===== src/rtl/pm_cmd_pkg.sv =====
package pm_cmd_pkg;

   // Action that a decoded command applies to the mode bit
   typedef enum logic [1:0] {
      MODE_KEEP  = 2'd0,
      MODE_SET   = 2'd1,
      MODE_CLEAR = 2'd2
   } mode_act_e;

   // Reset value of the configuration byte for a given gate position
   function automatic logic [7:0] cfg_reset_value(input bit smm_supported, input int gate_bit);
      logic [7:0] v;
      v = '0;
      if (!smm_supported) v[gate_bit] = 1'b1;
      return v;
   endfunction

endpackage


===== src/rtl/pm_cmd_decode.sv =====
module pm_cmd_decode
   import pm_cmd_pkg::*;
#(
   parameter int                DATA_W     = 8,
   parameter logic [DATA_W-1:0] CODE_SET   = 8'hF1,
   parameter logic [DATA_W-1:0] CODE_CLEAR = 8'hF0
) (
   input  logic              wr,
   input  logic [DATA_W-1:0] data,
   output mode_act_e         act
);

   always_comb begin
      act = MODE_KEEP;
      if (wr) begin
         if (data == CODE_SET)        act = MODE_SET;
         else if (data == CODE_CLEAR) act = MODE_CLEAR;
      end
   end

endmodule


===== src/rtl/pm_mode_bit.sv =====
module pm_mode_bit
   import pm_cmd_pkg::*;
(
   input  logic      clk,
   input  logic      rst,
   input  mode_act_e act,
   output logic      mode_q
);

   always_ff @(posedge clk) begin
      if (rst) begin
         mode_q <= 1'b0;
      end else begin
         case (act)
            MODE_SET:   mode_q <= 1'b1;
            MODE_CLEAR: mode_q <= 1'b0;
            default:    mode_q <= mode_q;
         endcase
      end
   end

endmodule


===== src/rtl/pm_byte_reg.sv =====
module pm_byte_reg #(
   parameter int                DATA_W    = 8,
   parameter logic [DATA_W-1:0] RESET_VAL = '0
) (
   input  logic              clk,
   input  logic              rst,
   input  logic              we,
   input  logic [DATA_W-1:0] d,
   output logic [DATA_W-1:0] q
);

   always_ff @(posedge clk) begin
      if (rst)     q <= RESET_VAL;
      else if (we) q <= d;
   end

endmodule


===== src/rtl/pm_smi_gen.sv =====
module pm_smi_gen (
   input  logic clk,
   input  logic rst,
   input  logic fire,
   input  logic gate,
   output logic smi_q
);

   always_ff @(posedge clk) begin
      if (rst) smi_q <= 1'b0;
      else     smi_q <= fire & gate;
   end

endmodule


===== src/rtl/pm_cmd_port.sv =====
module pm_cmd_port
   import pm_cmd_pkg::*;
#(
   parameter int                DATA_W        = 8,
   parameter logic [DATA_W-1:0] CODE_SET      = 8'hF1,
   parameter logic [DATA_W-1:0] CODE_CLEAR    = 8'hF0,
   parameter int                GATE_BIT      = 1,
   parameter bit                SMM_SUPPORTED = 1'b0
) (
   input  logic              clk,
   input  logic              rst,
   input  logic              cmd_wr,
   input  logic [DATA_W-1:0] cmd_wdata,
   output logic [DATA_W-1:0] cmd_rdata,
   input  logic              cfg_wr,
   input  logic [DATA_W-1:0] cfg_wdata,
   output logic [DATA_W-1:0] cfg_rdata,
   output logic              sci_en,
   output logic              smi_pulse
);

   localparam logic [7:0]        CFG_RST8 = cfg_reset_value(SMM_SUPPORTED, GATE_BIT);
   localparam logic [DATA_W-1:0] CFG_RST  = DATA_W'(CFG_RST8);

   // Elaboration-time parameter checks
   if (DATA_W != 8) begin : g_bad_width
      $error("pm_cmd_port: DATA_W must be 8");
   end
   if (GATE_BIT < 0 || GATE_BIT >= DATA_W) begin : g_bad_gate
      $error("pm_cmd_port: GATE_BIT out of range");
   end
   if (CODE_SET == CODE_CLEAR) begin : g_bad_codes
      $error("pm_cmd_port: set and clear codes must differ");
   end

   mode_act_e act;
   logic      gate_now;

   pm_cmd_decode #(
      .DATA_W     (DATA_W),
      .CODE_SET   (CODE_SET),
      .CODE_CLEAR (CODE_CLEAR)
   ) u_decode (
      .wr   (cmd_wr),
      .data (cmd_wdata),
      .act  (act)
   );

   pm_mode_bit u_mode (
      .clk    (clk),
      .rst    (rst),
      .act    (act),
      .mode_q (sci_en)
   );

   pm_byte_reg #(
      .DATA_W    (DATA_W),
      .RESET_VAL ('0)
   ) u_cmd_reg (
      .clk (clk),
      .rst (rst),
      .we  (cmd_wr),
      .d   (cmd_wdata),
      .q   (cmd_rdata)
   );

   // Reset value of the configuration byte picked by SMM support
   if (SMM_SUPPORTED) begin : g_cfg_smm
      pm_byte_reg #(
         .DATA_W    (DATA_W),
         .RESET_VAL ('0)
      ) u_cfg_reg (
         .clk (clk),
         .rst (rst),
         .we  (cfg_wr),
         .d   (cfg_wdata),
         .q   (cfg_rdata)
      );
   end else begin : g_cfg_nosmm
      pm_byte_reg #(
         .DATA_W    (DATA_W),
         .RESET_VAL (CFG_RST)
      ) u_cfg_reg (
         .clk (clk),
         .rst (rst),
         .we  (cfg_wr),
         .d   (cfg_wdata),
         .q   (cfg_rdata)
      );
   end

   // Gate taken from the byte held before this edge
   assign gate_now = cfg_rdata[GATE_BIT];

   pm_smi_gen u_smi (
      .clk   (clk),
      .rst   (rst),
      .fire  (cmd_wr),
      .gate  (gate_now),
      .smi_q (smi_pulse)
   );

endmodule


===== config.mk =====
export PLATFORM = sky130hd
export DESIGN_NAME = pm_cmd_port
export DESIGN_NICKNAME = d
export VERILOG_FILES = /design/src/rtl/pm_cmd_pkg.sv /design/src/rtl/pm_cmd_decode.sv /design/src/rtl/pm_mode_bit.sv /design/src/rtl/pm_byte_reg.sv /design/src/rtl/pm_smi_gen.sv /design/src/rtl/pm_cmd_port.sv
export SDC_FILE = /design/constraint.sdc
export NUM_CORES = 1
export LEC_CHECK = 0
export BUFFER_PORTS_ARGS = -buffer_cell sky130_fd_sc_hd__buf_2
export CAP_MARGIN = 20
export CELL_PAD_IN_SITES_DETAIL_PLACEMENT = 0
export CELL_PAD_IN_SITES_GLOBAL_PLACEMENT = 2
export CORE_MARGIN = 3
export CORE_UTILIZATION = 21
export CTS_BUF_LIST = sky130_fd_sc_hd__clkbuf_16
export CTS_CLUSTER_SIZE = 8
export DETAILED_ROUTE_END_ITERATION = 12
export PLACE_DENSITY = 0.79
export SYNTH_ARGS = -nofsm -noshare
export SYNTH_HDL_FRONTEND = slang
export SYNTH_SLANG_ARGS = --single-unit

===== constraint.sdc =====
create_clock -name clk -period 2.2 [get_ports clk]
set_clock_uncertainty 0.05 [all_clocks]
set_input_delay 0.44 -clock clk [delete_from_list [all_inputs] [get_ports clk]]
set_output_delay 0.44 -clock clk [all_outputs]
set_load 0.02 [all_outputs]

==> summary.md <==
| Metric | Value |
|---|---|
| Final setup fails | `0` |
| Worst skew pair latency | `0.24 ns` |
| Post-synth top area cell | `dfxtp_1` |
| Net switching power | `0.185 mW` |
| Critical R2R Capture | `g_cfg_nosmm.u_cfg_reg.q[1]$_SDFFE_PP1P_` |
| Via density | `3.97` |
| Iter 0 DRT Violations | `11` |
| Largest net degree at the start of global routing | `19` |
| Crit path arrival time | `2.15 ns` |
| Vias post-DR | `576` |
| Post-synth EDFFs | `0` |
| Yosys top cell area share | `53.1%` |
| Outcome | `finished, final reports clean` |
| Highest fanout seen on the critical path | `2` |
| Router iterations before antenna repair | `3` |
| Reg clk slew, reported paths | `0.05 ns` |
| Sw frac | `22.7%` |
| VDD IR max | `0.000263 V` |
| RSZ-0062 raised after global routing | `no` |
| CP endpoint kind | `register` |
| Reg2Reg Depth | `2` |
| Most used DFF post-synth | `dfxtp_1` |
| Critical path launch point type | `input pin` |
| Area grow syn2layout | `43.4%` |
| Most common cell in the netlist | `dfxtp_1` |
| Vias in the first global route | `between 500 and 600` |
| Top Ports | `38` |
| Synth async-reset ratio | `0%` |
| Total global-route track usage | `approximately 8.4%` |
| Hold EP | `g_cfg_nosmm.u_cfg_reg.q[1]$_SDFFE_PP1P_` |
| Synth warn | `0` |
| DIE HEIGHT | `~63 um` |
| Initial Utilization | `between 20% and 30%` |
| Root buffer cell | `clkbuf_16` |
| Synth cell count leaders | `dfxtp_1 (18), nor2_1 (16), mux2i_1 (15)` |
| R2R Path Start | `g_cfg_nosmm.u_cfg_reg.q[1]$_SDFFE_PP1P_` |
| H-tree lvl count | `1` |
| Tcrit/Tclk final | `92.0%` |
| Post-route insts no fill | `145` |
| # fillers | `roughly 320` |
| Overflow after GRT | `0` |
| HPWL Detailed | `1200 um` |
| Placer congestion estimate | `0.651` |
| CP cell instances | `buf_2 -> or4b_1 -> or3_1 -> ha_1 -> or2_2 -> a21oi_1` |
| Reg power frac | `43.4%` |
| Std-Cell Rows | `19` |
| CTS tree | `built` |
| CTS Sinks | `18` |
| Worst reg2reg setup slack | `around 1.4 ns` |
| Register bit count reported by yosys | `18` |
| Die span in x | `62.8 um` |
| Hold Crit Class | `input pin to register` |
| Max Buffers Root-to-Sink | `2` |
| Dominant cells by area after synthesis | `dfxtp_1 (53%), mux2i_1 (22%), nor2_1 (8.9%)` |
| Ratio of cells with drive above 1 in the final layout | `40.8%` |
| Setup TNS | `0 ns` |
| First-pass GRT wire length | `2590 um` |
| Worst slew margin | `77.4%` |
| CP max stage delay | `0.53 ns` |
| Synth Cell Area | `678 um^2` |
| Max cap viols | `0` |
| Core Util, Final | `33.2%` |
| Drt drc | `0` |
| Layout net count | `125` |
| Initial antenna violation count | `0` |
| Sequential-to-total area share from yosys stat | `a little over half` |
| Buffers & Inverters on Critical Path | `1` |
| Antenna viol nets, final | `0` |
| Slowest library cell on the worst path | `or4b_1` |
| WL per Instance | `10.7 um` |
| Hold buffers post-CTS | `0` |
| Final Hold Fails | `0` |
| Logic gate share of total power | `12.6%` |
| Total power | `slightly above 0.8 mW` |
| Setup bufs post-CTS | `0` |
| Post-Synthesis Cells | `66` |
| Crit path max-delay family | `simple AND/OR/NAND/NOR gates` |
| Power Density | `between 800 and 900 nW/um^2` |
| CP Class | `input pin to register` |
| WL final | `1550 um` |
| Worst path required time | `2.33 ns` |
| Syn_nets | `87` |
| Post-CTS sizing | `0` |
| Cell variety after synth | `18` |
| Hold Crit Start | `cfg_wdata[1]` |
| Avg Cell Area, Syn | `10.3 um^2` |
| CTS buffer count | `3` |
| Core area | `around 3000 um^2` |
| Fmax | `494 MHz` |
| Final min period | `2.02 ns` |
| Slew Viols, Final | `0` |
| Least-Margin Pin Slew | `0.340 ns` |
| Placed instance count | `141` |
| Full die area | `3950 um^2` |
| # port buffers | `37` |
| Total internal power | `0.630 mW` |
| Clk network pwr share | `44.0%` |
| Inserted Diodes | `0` |
| Min-Delay Path Depth | `2` |
| Leakage | `~0.5 nW` |
## how the worst max path moves through the flow
stage	startpoint	end	slack, ns	cells past startpoint
floorplan	cmd_wr	u_mode.mode_q$_SDFFE_PP0P_	0.009	6
global placement	cmd_wdata[1]	u_mode.mode_q$_SDFFE_PP0P_	-0.06	6
detailed placement	cmd_wdata[1]	u_mode.mode_q$_SDFFE_PP0P_	-0.09	6
CTS	cmd_wdata[1]	u_mode.mode_q$_SDFFE_PP0P_	0.17	6
global route	cmd_wdata[1]	u_mode.mode_q$_SDFFE_PP0P_	0.10	6
finish	cmd_wdata[1]	u_mode.mode_q$_SDFFE_PP0P_	0.18	6
## sequential cells by signal (all words and copies together), names as in the netlist
register                 count
g_cfg_nosmm.u_cfg_reg.q      8
u_cmd_reg.q                  8
u_mode.mode_q                1
u_smi.smi_q                  1
## per-stage QoR
step	cell area (um^2)	hold WS (ns)	setup slack [ns]
3_5_place_dp	893	0.397	-0.0909
4_1_cts	972	0.349	0.169
2_1_floorplan	678	0.376	0.00885
6_report	972	0.351	0.176
5_1_grt	972	0.358	0.104
3_3_place_gp	893	0.393	-0.0610
## cell families after synthesis
| family | Yosys count | share of synthesized area, % |
|---|---|---|
| AND/OR/NAND/NOR | 24 | 15.9 |
| flip-flops | 18 | 53.1 |
| multiplexers | 15 | 22.1 |
| buffers and inverters | 6 | 4.98 |
| AO/OA/AOI/OAI | 2 | 2.03 |
| adder cells (fa/ha/maj) | 1 | 1.84 |
## power by group through the flow
| stage | clock [mW] | combinational, mW | sequential [mW] |
|---|---|---|---|
| floorplan | 0 | 0.0423 | 0.382 |
| global placement | 0 | 0.103 | 0.360 |
| detailed placement | 0 | 0.104 | 0.361 |
| CTS | 0.377 | 0.105 | 0.354 |
| global route | 0.392 | 0.114 | 0.356 |
| finish | 0.359 | 0.103 | 0.354 |
## layer usage
metal	vias up	track usage [%]	part of all wire (%)
li1	292	-	-
met1	255	10.1	45
met2	29	12.9	44
met3	0	4.50	11
met4	0	2.48	0
met5	-	0	0
## cells in the final DEF, fill, tap and decap left out
cell type	netlist	routed
nor2_1	16	16
a21oi_1	1	1
or2_2	1	1
or3_1	1	1
nor3_1	1	1
nor2b_1	1	1
buf_4	1	1
nand2_1	2	2
or4b_1	1	1
a211o_1	1	1
clkbuf_16	0	3
dfxtp_1	18	18
ha_1	1	1
inv_1	1	1
buf_2	0	37
nand4_1	1	1
mux2i_1	15	15
clkinv_1	0	1
## worst reg2reg max path, stage by stage, from the launching register on
cell,delay [ns]
dfxtp_1,0.33
nor2b_1,0.13
a211o_1,0.22
## cell type report
type	instances	area (um^2)	share of cell area (%)
tap	42	52.6	5.41
sequential	18	360	37.1
clock buffer	3	75.1	7.72
clock inverter	1	3.75	0.386
multi-input combinational	42	284	29.2
inverter	1	3.75	0.386
timing repair buffer	38	193	19.8
(Power assumes the default switching activity.)
